<file path="src/rtl/te_sync_pkg.sv">
package te_sync_pkg;
    localparam int THR_W  = 12;
    localparam int LINE_W = 11;
    localparam int DIV_W  = 3;

    typedef enum logic [1:0] {
        MODE_NONE0 = 2'd0,
        MODE_NONE1 = 2'd1,
        MODE_LINE  = 2'd2,
        MODE_VSYNC = 2'd3
    } te_mode_e;

    typedef struct packed {
        logic [THR_W-1:0]  vs_thr;
        logic              hs_inv;
        logic              vs_inv;
        logic [LINE_W-1:0] target;
        te_mode_e          mode;
        logic [THR_W-1:0]  hs_thr;
        logic [DIV_W-1:0]  div_m1;
    } te_cfg_t;
endpackage

</file>
<file path="src/rtl/te_pulse_classifier.sv">
module te_pulse_classifier #(
    parameter int SYNC_STAGES = 2,
    parameter int THR_W       = 12,
    parameter int DIV_W       = 3
) (
    input  logic             clk,
    input  logic             rst_n,
    input  logic             te_i,
    input  logic [THR_W-1:0] hs_thr_i,
    input  logic [THR_W-1:0] vs_thr_i,
    input  logic [DIV_W-1:0] div_m1_i,
    input  logic             hs_inv_i,
    input  logic             vs_inv_i,
    output logic             hs_evt_o,
    output logic             vs_evt_o
);
    localparam logic [THR_W-1:0] WIDTH_MAX = {THR_W{1'b1}};

    typedef struct packed {
        logic [SYNC_STAGES-1:0] sync;
        logic                   prev;
        logic [DIV_W-1:0]       presc;
        logic [THR_W-1:0]       width;
    } cls_state_t;

    cls_state_t q, d;
    logic lvl, edge_seen, hs_lvl_ok, vs_lvl_ok;

    always_comb begin
        d         = q;
        d.sync    = {q.sync[SYNC_STAGES-2:0], te_i};
        lvl       = q.sync[SYNC_STAGES-1];
        d.prev    = lvl;
        edge_seen = (lvl != q.prev);

        if (edge_seen) begin
            d.presc = '0;
            d.width = '0;
        end else if (q.presc == div_m1_i) begin
            d.presc = '0;
            if (q.width != WIDTH_MAX) begin
                d.width = q.width + 1'b1;
            end
        end else begin
            d.presc = q.presc + 1'b1;
        end

        // the run that just ended had level q.prev and length q.width
        hs_lvl_ok = (q.prev == ~hs_inv_i);
        vs_lvl_ok = (q.prev == ~vs_inv_i);
        vs_evt_o  = edge_seen && vs_lvl_ok && (q.width >= vs_thr_i);
        hs_evt_o  = edge_seen && hs_lvl_ok && (q.width >= hs_thr_i)
                    && (q.width < vs_thr_i);
    end

    always_ff @(posedge clk or negedge rst_n) begin
        if (!rst_n) begin
            q <= '0;
        end else begin
            q <= d;
        end
    end
endmodule

</file>
<file path="src/rtl/te_line_matcher.sv">
module te_line_matcher
    import te_sync_pkg::*;
#(
    parameter int LINE_W = 11
) (
    input  logic              clk,
    input  logic              rst_n,
    input  logic              en_i,
    input  logic              hs_evt_i,
    input  logic              vs_evt_i,
    input  te_mode_e          mode_i,
    input  logic [LINE_W-1:0] target_i,
    output logic              match_o,
    output logic [LINE_W-1:0] line_o
);
    localparam logic [LINE_W-1:0] LINE_MAX = {LINE_W{1'b1}};

    typedef struct packed {
        logic [LINE_W-1:0] line;
        logic              framed;
        logic              fired;
        logic              match;
    } mat_state_t;

    mat_state_t q, d;
    logic [LINE_W-1:0] line_inc;

    always_comb begin
        d        = q;
        d.match  = 1'b0;
        line_inc = (q.line == LINE_MAX) ? q.line : q.line + 1'b1;

        if (!en_i) begin
            d.line   = '0;
            d.framed = 1'b0;
            d.fired  = 1'b0;
        end else if (vs_evt_i) begin
            d.line   = '0;
            d.framed = 1'b1;
            d.fired  = 1'b0;
            if (mode_i == MODE_VSYNC) begin
                d.match = 1'b1;
            end else if (mode_i == MODE_LINE && target_i == '0) begin
                d.match = 1'b1;
                d.fired = 1'b1;
            end
        end else if (hs_evt_i && q.framed) begin
            d.line = line_inc;
            if (mode_i == MODE_LINE && !q.fired && line_inc == target_i) begin
                d.match = 1'b1;
                d.fired = 1'b1;
            end
        end
    end

    always_ff @(posedge clk or negedge rst_n) begin
        if (!rst_n) begin
            q <= '0;
        end else begin
            q <= d;
        end
    end

    assign match_o = q.match;
    assign line_o  = q.line;
endmodule

</file>
<file path="src/rtl/te_sync_detector.sv">
module te_sync_detector
    import te_sync_pkg::*;
#(
    parameter int SYNC_STAGES = 2,
    parameter int REG_W       = 32
) (
    input  logic             clk,
    input  logic             rst_n,
    input  logic             det_en,
    input  logic             te_in,
    input  logic             cfg_we,
    input  logic             cfg_sel,
    input  logic [REG_W-1:0] cfg_wdata,
    output logic             match_o
);
    localparam int HS_INV_BIT = 12;
    localparam int VS_INV_BIT = 13;
    localparam int LINE_LSB   = 15;
    localparam int MODE_LSB   = 26;
    localparam int DIV_LSB    = 12;

    te_cfg_t           cfg_q, cfg_d;
    logic              hs_evt, vs_evt;
    logic [LINE_W-1:0] line_cnt;
    logic [1:0]        cfg_mode;

    always_comb begin
        cfg_d = cfg_q;
        if (cfg_we) begin
            if (!cfg_sel) begin
                cfg_d.vs_thr = cfg_wdata[THR_W-1:0];
                cfg_d.hs_inv = cfg_wdata[HS_INV_BIT];
                cfg_d.vs_inv = cfg_wdata[VS_INV_BIT];
                cfg_d.target = cfg_wdata[LINE_LSB +: LINE_W];
                cfg_d.mode   = te_mode_e'(cfg_wdata[MODE_LSB +: 2]);
            end else begin
                cfg_d.hs_thr = cfg_wdata[THR_W-1:0];
                cfg_d.div_m1 = cfg_wdata[DIV_LSB +: DIV_W];
            end
        end
    end

    always_ff @(posedge clk or negedge rst_n) begin
        if (!rst_n) begin
            cfg_q <= '0;
        end else begin
            cfg_q <= cfg_d;
        end
    end

    assign cfg_mode = cfg_q.mode;

    te_pulse_classifier #(
        .SYNC_STAGES(SYNC_STAGES),
        .THR_W      (THR_W),
        .DIV_W      (DIV_W)
    ) cls_i (
        .clk     (clk),
        .rst_n   (rst_n),
        .te_i    (te_in),
        .hs_thr_i(cfg_q.hs_thr),
        .vs_thr_i(cfg_q.vs_thr),
        .div_m1_i(cfg_q.div_m1),
        .hs_inv_i(cfg_q.hs_inv),
        .vs_inv_i(cfg_q.vs_inv),
        .hs_evt_o(hs_evt),
        .vs_evt_o(vs_evt)
    );

    te_line_matcher #(
        .LINE_W(LINE_W)
    ) mat_i (
        .clk     (clk),
        .rst_n   (rst_n),
        .en_i    (det_en),
        .hs_evt_i(hs_evt),
        .vs_evt_i(vs_evt),
        .mode_i  (cfg_q.mode),
        .target_i(cfg_q.target),
        .match_o (match_o),
        .line_o  (line_cnt)
    );
endmodule

</file>
<file path="config.mk">
export PLATFORM = sky130hd
export DESIGN_NAME = te_sync_detector
export DESIGN_NICKNAME = d
export VERILOG_FILES = /design/src/rtl/te_sync_pkg.sv /design/src/rtl/te_pulse_classifier.sv /design/src/rtl/te_line_matcher.sv /design/src/rtl/te_sync_detector.sv
export SDC_FILE = /design/constraint.sdc
export NUM_CORES = 1
export LEC_CHECK = 0
export BUFFER_PORTS_ARGS = -buffer_cell sky130_fd_sc_hd__buf_2
export CAP_MARGIN = 20
export CORE_AREA = 4 4 93 95
export DETAILED_ROUTE_END_ITERATION = 10
export DIE_AREA = 0 0 97 99
export PLACE_DENSITY = 0.76
export SLEW_MARGIN = 20
export SYNTH_ARGS = -nofsm -noshare
export SYNTH_HDL_FRONTEND = slang
export SYNTH_SLANG_ARGS = --single-unit
export TNS_END_PERCENT = 20
</file>
<file path="constraint.sdc">
create_clock -name clk -period 2.8 [get_ports clk]
set_input_delay 0 -clock clk [delete_from_list [all_inputs] [get_ports clk]]
set_output_delay 0 -clock clk [all_outputs]
set_load 0.03 [all_outputs]
</file>
======== After elaboration in Yosys (flattened, before gate mapping) ========
Index checks and enable logic that the tools add are counted.
operators by class
  bitwise gates (word level) .............. 3
  equality and inequality tests ........... 12
  divide/modulo/power cells ............... 0
  add/sub/neg operators ................... 3
  order comparisons ....................... 3
  multiplexer cells ....................... 16
  $mul .................................... 0
  reduce and logical (&&, ||, !) cells .... 17
  shifts and indexed selects .............. 0
operator list
  operator               number
  $mux 11                3
  $ge 12x12->1           2
  $mux 12                2
  $mux 15                1
  $mux 13                1
  $add 12x1->12 const B  1
  $lt 12x12->1           1
  $ne 12x12->1 const B   1
  $add 11x1->11 const B  1
  $eq 11x11->1           1
  $eq 11x11->1 const B   1
  $logic_not 11->1       1
  $logic_and 1x1->1      9
  $mux 2                 4
  $reduce_and 2->1       4
  $ne 3x1->1 const B     2
  $eq 2x2->1 const B     2
  $mux 1                 4
  $reduce_bool 2->1      2
  $add 3x1->3 const B    1
  $eq 3x3->1             1
  $mux 3                 1
  $not 1->1              3
  $eq 1x1->1             2
  other kinds (3)        3
word-level totals
  word-level logic and storage cells ...... 69
  output and inout bits ................... 1
  latch bits .............................. 0
  register bits ........................... 74
  memories ................................ 0
  bits in read-only memories .............. 0
  memory bits (writable) .................. 0

======== Logic depth before layout (Yosys ltp) ========
Gate-level depths: netlist of the first run.
  depth after elaboration ................. 9
  depth in mapped cells ................... 10

======== Cells and area by module ========
A second synthesis of the first run with hierarchy kept.
unflattened totals
  cells, all modules ...................... 431
  area total of the unflattened synthesis .. 4,603.2 µm²
by module, submodules not included
  module               area an instance (µm²)  cells an instance  sequential area each (µm²)  times used
  te_sync_detector     1,674.1                 90                 1,051.0                     1
  te_pulse_classifier  1,535.2                 168                450.4                       1
  te_line_matcher      1,393.8                 173                350.3                       1

======== Worst setup path before layout of the first run ========
Ideal clock, no wire load.
  kind .................................... register -> register
  start point ............................. reg cls_i.q[11] (netlist name)
  end point ............................... reg mat_i.q, in the netlist mat_i.line_o[1]
  required time ........................... 2,668 ps
  stages on the path, launching flop included .. 9
  setup time .............................. 132 ps
  arrival time ............................ 2,332 ps
  setup slack ............................. 336 ps
  cell sequence ........................... dfrtp_1 > ha_1 > a21oi_1 > o21ai_0 > o21bai_1 > or4_4 > nor3_1 > mux2i_1 > nor2_1
between the ends
  cells in the longest elaborated chain, start to end .. 5
  elaborated cells between the ends (all ways) .. 10
RTL lines
  element                 line                       RTL
  start, declared         te_pulse_classifier.sv:26  cls_state_t q, d;
  start signal, assigned  te_pulse_classifier.sv:58  q <= '0;
  start signal, assigned  te_pulse_classifier.sv:60  q <= d;
  $ge 12x12->1            te_pulse_classifier.sv:52  hs_evt_o = edge_seen && hs_lvl_ok && (q.width >= hs_thr_i)
  $logic_and 1x1->1       te_pulse_classifier.sv:52
  $logic_and 1x1->1       te_pulse_classifier.sv:53  && (q.width < vs_thr_i);
  $logic_and 1x1->1       te_line_matcher.sv:47      end else if (hs_evt_i && q.framed) begin
  $ne 3x1->1 (no line)    --
  end signal, assigned    te_line_matcher.sv:58      q <= '0;
  end signal, assigned    te_line_matcher.sv:60      q <= d;
  end, declared           te_line_matcher.sv:25      mat_state_t q, d;
Several ways; a longest one is shown, not always the timed one.
A chain may end at the register's enable or synchronous reset.

======== Final worst setup path of the first run ========
  start point ............................. reg cls_i.q[11] (netlist name)
  end point ............................... reg mat_i.q, in the netlist mat_i.line_o[7]
The elaborated chain is that of the path after synthesis.

==> results of run 1 <==
## layout make-up
cell class                 instances  share of cell area, %
multi-input combinational        297                   43.4
sequential                        74                   37.2
timing repair buffer              71                   10.6
clock buffer                      10                   2.56
tap                              102                   2.56
inverter                          30                   2.26
clock inverter                     6                   1.36
## flip-flops by register name, indices dropped and copies added, names as in the netlist
| register | cells |
|---|---|
| mat_i.match_o | 1 |
| cfg_q | 40 |
| cls_i.q | 16 |
| mat_i.q | 2 |
| cls_i.d | 2 |
| cfg_mode | 2 |
| mat_i.line_o | 11 |
## report_power, final
part	total [mW]	internal [mW]	switching [mW]
Combinational	0.512	0.260	0.252
Clock	0.836	0.413	0.422
Sequential	1.28	1.18	0.0947
## worst min-delay path, stage by stage
cell,delay (ns)
buf_2,0.09
nor2b_2,0.03
buf_4,0.25
nand2_1,0.11
o21ai_0,0.06
## layer usage
metal	track usage, %	vias up	routed length [um]
met2	36.1	72	4680
li1	-	1605	-
met4	5.51	0	157
met3	4.81	20	316
met5	0	-	0
met1	25.6	1591	3860
## metrics by stage
stage	area (um2)	hold slack, ns
2_1_floorplan	4180	-0.296
3_3_place_gp	4470	0.109
3_5_place_dp	4470	0.110
4_1_cts	4980	0.235
5_1_grt	4980	0.291
6_report	4980	0.245
## cells in the final DEF, fill, tap and decap left out, drive strengths merged, types with 4 or more instances in the layout
cell	netlist	routed
dfrtp	74	74
buf	6	40
nand2	36	36
mux2	32	32
nor2	31	31
dlygate4sd3	0	31
inv	30	30
ha	27	27
a21oi	21	21
o21ai	21	21
xnor2	18	18
nand4	10	10
clkbuf	7	10
xor2	8	8
nor3	8	8
nand3	7	7
nand2b	6	6
o211ai	5	5
mux2i	5	5
nor4	5	5
nand3b	4	4
nor3b	4	4
a31oi	4	4
nor2b	4	4
## final timing paths
check,endpoint,slack (ns),cells past startpoint
max reg2reg,mat_i.line_o[7],0.25,9
max,mat_i.line_o[7],0.25,9
max in group asynchronous,cfg_q[23],1.84,2
min in group asynchronous,mat_i.line_o[7],0.32,2
min,cfg_q[38],0.25,5
min reg2reg,cls_i.d[15],0.36,0
## cells by family after synthesis
group / Yosys count
multiplexers: 37
AO/OA/AOI/OAI: 79
buffers and inverters: 43
flip-flops: 74
AND/OR/NAND/NOR: 128
adder cells (fa/ha/maj): 27
XOR/XNOR: 26
==> flow_summary_export.csv, run 1 <==
group,metric,value,unit
outcome,status,"finished clean",
yosys,synth.mux.area_fraction,9.82,%
pwr,ir_drop,350,uV
sta,final-setup-viol-count,0,
routing,dr_total_vias,3288,
place,dpl.hpwl,6290,um
yosys,post-synth-top-area-fraction,44.3,%
sta,skew,0.0137,ns
die,coreArea,7730,um2
yosys,synth.most_common_cell,"dfrtp_1",
worst_hold_path,min_path_type,"input pin to flip-flop",
global_route,gr-total-overflow,0,
sta,fin_tns_setup,0,ns
clock_network,cts.htree.levels,3,
clock_network,cts_tree,"yes",
place,portBuffers,34,
yosys,synth_edf_count,0,
clock_network,postCtsSetupRepairBufs,0,
job,cap_violations,0,
yosys,synth_compound_area_share,12.5,%
critical_path,path_cells,"ha_1, a21oi_1, o21ai_0, o21bai_1, or4_4, nor2_1, buf_4, a21oi_1, a311oi_1",
cells_and_area,fillCellCount,608,
clock_network,cts_root_buf,"clkbuf_8",
global_route,grt_antenna_before_repair,0,
critical_path,critPathCaptureType,"flip-flop",
die,start_util,54.1,%
clock_network,clockBufferDepth,2,
die,die_h,99,um
sta,worst_slack,0.246,ns
cells_and_area,syn2layout_area_growth,19.1,%
clock_network,path_clk_slew,0.09,ns
yosys,yosysSeqAreaShare,44.3,%
yosys,synth_seq_cells,74,
yosys,syn_avg_cell_area,10.1,um2
die,dieArea,9600,um2
die,die_x,97,um
place,dpl.cell_count,543,
critical_path,r2r-start,"cls_i.q[11]",
clock_network,postCtsHoldBufs,31,
routing,first_pass_iters,5,
pwr,leakagePower,2.22,nW
yosys,synthTopCellsByCount,"74 x dfrtp_1, 36 x nand2_1, 32 x mux2_2",
yosys,synth_area,4180,um2
yosys,yosys.area_share.simple,15.8,%
routing,via_per_inst,5.57,
global_route,track_usage,20.6,%
sta,worst_slew_pin_slew,0.957,ns
clock_network,clock_sinks,74,
critical_path,crit_path_max_incr_delay,0.56,ns
critical_path,cp_slowest_cell,"or4_4",
critical_path,path_buf_inv,1,
cells_and_area,final_cells,590,
worst_hold_path,min_from,"cfg_sel",
routing,drt_iter0_markers,138,
die,num_rows,32,
cells_and_area,drive_above_1_share,19.5,%
sta,max_freq,392,MHz
yosys,synth_top_family_by_area,"simple AND/OR/NAND/NOR gates",
yosys,yosysUniqueCellTypes,51,
critical_path,arrival,2.80,ns
pwr,p_per_area,528,nW/um2
global_route,grt_max_degree,75,
critical_path,critPathMaxFanout,12,
global_route,grt_pass1_wl,16400,um
yosys,synth_area_leaders,"dfrtp_1 44%, mux2_2 8.6%, ha_1 8.1%",
pwr,p_total,2.63,mW
yosys,synth_cells,414,
yosys,ys_dominant_reg_cell,"dfrtp_1",
routing,drt.antenna.violating_nets,0,
yosys,synth_xor_area_share,5.45,%
clock_network,clock_latency,0.36,ns
critical_path,cp_top_family,"compound AO/OA/AOI/OAI gates",
routing,post_drt_wl_per_cell,15.3,um
clock_network,numCtsBuffers,9,
critical_path,cp_common_cell,"a21oi_1",
yosys,syn_nets,479,
sta,slew_headroom,36.2,%
sta,period_needed,2.55,ns
cells_and_area,post-route-util,64.4,%
clock_network,ctsResizeCount,0,
critical_path,startpoint_type,"flip-flop",
critical_path,cp_data_required_time,3.05,ns
yosys,synth_top_area_cell,"dfrtp_1",
yosys,synth-async-reset-ratio,100,%
sta,slew_viol_final,0,
routing,drc,0,
sta,hold_viol,0,
place,gp_congestion,0.888,
place,post-place-ws,0.273,ns
die,ioPinCount,39,
yosys,ys_warn_count,0,
sta,min_period_over_period,91.2,%
cells_and_area,seq_area,1850,um2
cells_and_area,num_antenna_cells,0,
critical_path,worstSetupPathType,"flip-flop to flip-flop",
critical_path,crit_start,"cls_i.q[11]",
sta,grt_setup_unrepaired,"false",
global_route,grt_pass1_vias,3500,
cells_and_area,multi_input_area,2160,um2
yosys,synthAdderAreaFrac,8.08,%
cells_and_area,nets,548,
routing,wirelength,9010,um
Power figures use the tool's default switching activity.
==> run 2, diff against run 1 <==
CORE_AREA = 4 4 101 103   (was 4 4 93 95)
DIE_AREA = 0 0 105 107   (was 0 0 97 99)
PLACE_DENSITY = 0.66   (was 0.76)
SLEW_MARGIN = default   (was 20)
clock period = 3.04 ns   (was 2.8 ns; I/O delays follow)
==> run 2 against run 1 <==
Against the previous run: maximum frequency decreased by 3.1%; critical endpoint is now mat_i.q[1]; sequential share of layout area shrank 0.54 points; via count down 1.9%; combinational power is 8.8% lower; power increased by 1.1%.
==> flow_summary_export.csv, run 2 (synthesized netlist as in run 1, its figures left out) <==
group,metric,value,unit
pwr,leakagePower,2.25,nW
clock_network,postCtsHoldBufs,31,
sta,min_period_over_period,86.7,%
clock_network,cts.htree.levels,3,
die,start_util,45.4,%
sta,final-setup-viol-count,0,
cells_and_area,seq_area,1850,um2
sta,max_freq,379,MHz
routing,wirelength,8960,um
routing,first_pass_iters,4,
cells_and_area,drive_above_1_share,19.3,%
routing,dr_total_vias,3227,
outcome,status,"finished clean",
die,ioPinCount,39,
cells_and_area,final_common_cell,"dfrtp_1",
sta,slew_viol_final,0,
clock_network,numCtsBuffers,9,
cells_and_area,syn2layout_area_growth,20.8,%
place,portBuffers,34,
clock_network,path_clk_slew,0.08,ns
critical_path,critPathMaxFanout,7,
cells_and_area,final_cell_mix,"74 x dfrtp_1, 36 x nand2_1, 33 x buf_2",
critical_path,worstSetupPathType,"flip-flop to flip-flop",
global_route,grt_pass1_wl,16000,um
cells_and_area,largest_reg_flops,40,
worst_hold_path,min_path_type,"input pin to flip-flop",
global_route,track_usage,17.4,%
pwr,p_sw,0.695,mW
die,coreArea,9200,um2
place,gp_congestion,0.925,
pwr,p_int,1.96,mW
sta,skew,0.0108,ns
pwr,p_per_area,526,nW/um2
cells_and_area,fillCellCount,826,
sta,slew_headroom,37.6,%
cells_and_area,post-route-util,54.9,%
pwr,ir_drop,319,uV
pwr,clkPwrFrac,38.0,%
clock_network,clock_latency,0.35,ns
clock_network,ctsResizeCount,0,
pwr,p_seq_share,44.4,%
global_route,grt_antenna_before_repair,0,
die,num_rows,35,
critical_path,arrival,2.90,ns
routing,post_drt_wl_per_cell,15.0,um
clock_network,cts_root_buf,"clkbuf_8",
routing,drc,0,
place,dpl.hpwl,6410,um
sta,hold_viol,0,
cells_and_area,regMostFlops,"cfg_q",
critical_path,cp_data_required_time,3.30,ns
global_route,grt_pass1_vias,3354,
global_route,grt_max_degree,75,
critical_path,startpoint_type,"flip-flop",
sta,grt_setup_unrepaired,"false",
clock_network,cts_tree,"yes",
sta,period_needed,2.64,ns
sta,worst_slew_pin_slew,0.936,ns
pwr,swShare,26.2,%
clock_network,postCtsSetupRepairBufs,0,
sta,fin_tns_setup,0,ns
die,die_x,105,um
critical_path,critPathCaptureType,"flip-flop",
cells_and_area,num_antenna_cells,0,
routing,via_per_inst,5.40,
die,dieArea,11200,um2
die,die_h,107,um
clock_network,clock_sinks,74,
routing,drt_iter0_markers,93,
cells_and_area,nets,547,
clock_network,clockBufferDepth,2,
global_route,gr-total-overflow,0,
job,cap_violations,0,
pwr,combinationalPowerShare,17.6,%
cells_and_area,multi_input_area,2160,um2
routing,drt.antenna.violating_nets,0,
-- run 2: power groups by stage --
stage	Sequential [mW]	Clock, mW	Combinational [mW]
floorplan	1.17	0	0.320
finish	1.18	1.01	0.467
detailed placement	1.20	0	0.437
global route	1.19	1.09	0.535
CTS	1.18	1.03	0.472
global placement	1.19	0	0.421
-- run 2: layout make-up --
| type | instances | area share (%) |
|---|---|---|
| clock buffer | 10 | 2.53 |
| clock inverter | 6 | 2.73 |
| inverter | 30 | 2.23 |
| multi-input combinational | 297 | 42.8 |
| sequential | 74 | 36.7 |
| tap | 111 | 2.75 |
| timing repair buffer | 70 | 10.3 |
-- run 2: path summary, 6_finish.rpt --
| check | start | endpoint | slack (ns) | cells past startpoint |
|---|---|---|---|---|
| min in group asynchronous | rst_n | cfg_q[19] | 0.34 | 2 |
| max reg2reg | mat_i.line_o[1] | mat_i.q[1] | 0.40 | 8 |
| max in group asynchronous | rst_n | cls_i.q[7] | 2.09 | 2 |
| max | mat_i.line_o[1] | mat_i.q[1] | 0.40 | 8 |
| min reg2reg | cls_i.d[17] | cls_i.d[15] | 0.36 | 0 |
| min | cfg_sel | cfg_q[31] | 0.26 | 4 |
-- run 2: worst max-delay path: stages (launching register included) --
cell,delay [ns]
dfrtp_1,0.45
ha_1,0.34
nand2_1,0.22
or2_2,0.37
o21ai_0,0.15
mux2i_1,0.09
nor4b_1,0.49
o2111ai_1,0.26
o21ai_1,0.19
-- run 2: layer usage --
metal  vias to the layer above  global-route usage, %  part of all wire (%)
li1                       1609                      -                     -
met1                      1554                   22.1                    44
met2                        54                   30.2                    51
met3                        10                   3.61                   3.5
met4                         0                   4.40                   1.3
met5                         -                      0                     0
-- run 2: metrics by stage --
step / setup WS [ns] / hold WS [ns] / instances / area, um2 / total power, mW
after floorplan: 0.576 / -0.296 / 414 / 4180 / 1.49
after global routing: 0.197 / 0.278 / 598 / 5050 / 2.82
after detailed placement: 0.443 / 0.117 / 551 / 4470 / 1.64
after CTS: 0.426 / 0.251 / 598 / 5050 / 2.69
final: 0.403 / 0.261 / 598 / 5050 / 2.66
after global placement: 0.514 / 0.110 / 551 / 4470 / 1.61
==> run 3, diff against run 2 <==
GPL_TIMING_DRIVEN = 0   (was default)
==> run 3 against run 2 <==
Against the previous run: utilization grew 0.12 points; clock skew shrank 0.0028 ns; first-iteration DRC count grew 23%; largest power group unchanged; highest routed layer unchanged.
==> flow_summary_export.csv, run 3 (synthesized netlist as in run 1, its figures left out) <==
group,metric,value,unit
die,num_rows,35,
clock_network,cts_tree,"yes",
pwr,ir_drop,300,uV
clock_network,clock_latency,0.35,ns
global_route,grt_antenna_before_repair,0,
global_route,grt_max_degree,45,
routing,drc,0,
sta,final-setup-viol-count,0,
job,cap_violations,0,
routing,wirelength,9550,um
outcome,status,"finished clean",
sta,period_needed,2.83,ns
cells_and_area,regMostFlops,"cfg_q",
critical_path,reg2reg_slack,0.21,ns
routing,post_drt_wl_per_cell,15.7,um
critical_path,reg2reg_to,"mat_i.line_o[7]",
place,dpl.hpwl,7030,um
global_route,grt_pass1_wl,16200,um
global_route,gr-usage-met1,22.7,%
global_route,gr-total-overflow,0,
pwr,p_per_area,499,nW/um2
place,gp_congestion,0.893,
critical_path,critPathMaxFanout,10,
cells_and_area,syn2layout_area_growth,21.1,%
cells_and_area,num_antenna_cells,0,
global_route,met2_usage,30.5,%
sta,fin_tns_setup,0,ns
critical_path,critPathCaptureType,"flip-flop",
critical_path,worstSetupPathType,"flip-flop to flip-flop",
routing,first_pass_iters,6,
die,dieArea,11200,um2
clock_network,clock_sinks,74,
global_route,grt_pass1_vias,3402,
routing,dr_total_vias,3327,
sta,slew_viol_final,0,
cells_and_area,final_common_cell,"dfrtp_1",
routing,via_per_inst,5.48,
die,start_util,45.4,%
worst_hold_path,min_path_type,"input pin to async pin",
critical_path,startpoint_type,"flip-flop",
cells_and_area,final_cell_mix,"74 x dfrtp_1, 38 x buf_2, 36 x nand2_1",
routing,drt.antenna.violating_nets,0,
pwr,leakagePower,2.26,nW
global_route,track_usage,17.9,%
sta,max_freq,353,MHz
cells_and_area,nets,556,
pwr,p_total,2.52,mW
clock_network,cts_root_buf,"clkbuf_8",
global_route,top_usage_layer,"met2",
critical_path,arrival,3.09,ns
critical_path,r2r-start,"cls_i.q[5]",
sta,worst_slew_pin_slew,0.665,ns
sta,grt_setup_unrepaired,"false",
sta,hold_viol,0,
sta,min_period_over_period,93.2,%
cells_and_area,fillCellCount,838,
die,ioPinCount,39,
place,portBuffers,34,
clock_network,cts.htree.levels,3,
sta,skew,0.00804,ns
die,coreArea,9200,um2
clock_network,clockBufferDepth,2,
cells_and_area,drive_above_1_share,19.6,%
clock_network,path_clk_slew,0.08,ns
sta,slew_headroom,55.7,%
die,die_x,105,um
global_route,met3_usage,3.85,%
clock_network,postCtsSetupRepairBufs,0,
critical_path,cp_data_required_time,3.30,ns
critical_path,reg2reg_depth,9,
cells_and_area,largest_reg_flops,40,
routing,drt_iter0_markers,114,
clock_network,numCtsBuffers,9,
die,die_h,107,um
## run 3: changes by cell type in the layout (fill, tap and decap cells not counted), moves of 2 or more
cell | before | now
buf_2 | 33 | 38
buf_4 | 6 | 1
bufinv_16 | 4 | 2
clkbuf_1 | 1 | 6
## run 3: repair_timing
item,in CTS,in global routing
setup endpoints to repair,0,3
resized for setup,0,1
hold buffers,31,0
endpoints found under the hold margin,120,0
## run 3: how the worst max path moves through the flow
stage	end	slack, ns	start	cells after the start
2_1_floorplan	mat_i.line_o[1]	0.58	cls_i.q[11]	8
5_1_grt	mat_i.line_o[7]	0.06	cls_i.q[9]	9
4_1_cts	mat_i.line_o[1]	0.11	cls_i.q[9]	8
6_report	mat_i.line_o[7]	0.21	cls_i.q[5]	9
3_5_place_dp	mat_i.line_o[2]	0.14	cls_i.q[9]	8
3_3_place_gp	mat_i.line_o[1]	0.14	cls_i.q[11]	8
## run 3: critical path: stages, from the launching register on
cell and delay [ns]:
dfrtp_1 0.46, ha_1 0.32, a21oi_1 0.21, o21a_1 0.19, o21bai_1 0.10, or4_4 0.59
nor2_1 0.24, buf_2 0.28, a21oi_1 0.10, a311oi_1 0.26
## run 3: power by group
part | switching (mW) | leakage, nW | internal [mW]
Sequential | 0.0888 | 0.936 | 1.09
Combinational | 0.231 | 1.21 | 0.243
Clock | 0.385 | 0.112 | 0.486
Total | 0.706 | 2.26 | 1.82
## run 3: per-layer routing
layer | part of all wire [%] | routed length [um]
met4 | 1.8 | 171
met1 | 45 | 4300
met2 | 50 | 4810
met5 | 0 | 0
met3 | 2.8 | 266
## run 3: area by class of cell
| cell class | count | area, um2 | area share (%) |
|---|---|---|---|
| plain buffers | 13 | 56.3 | 1.11 |
| clock buffers | 10 | 138 | 2.72 |
| clock inverters | 6 | 90.1 | 1.78 |
| inverters | 30 | 113 | 2.22 |
| multi-input cells | 297 | 2160 | 42.7 |
| flip-flops and latches | 74 | 1850 | 36.6 |
| well taps | 111 | 139 | 2.74 |
| repair buffers | 66 | 510 | 10.1 |
## run 3: through the flow
stage / instance area (um2) / hold WS [ns] / worst slack (ns) / utilization, % / std cells
after floorplan: 4180 / -0.296 / 0.576 / - / 414
after global placement: 4490 / 0.110 / 0.143 / 48.8 / 559
after detailed placement: 4520 / -0.0169 / 0.137 / 49.1 / 560
final: 5060 / 0.138 / 0.206 / 55.0 / 607
after global routing: 5060 / 0.164 / 0.0557 / 55.0 / 607
after CTS: 5060 / 0.146 / 0.106 / 55.0 / 607
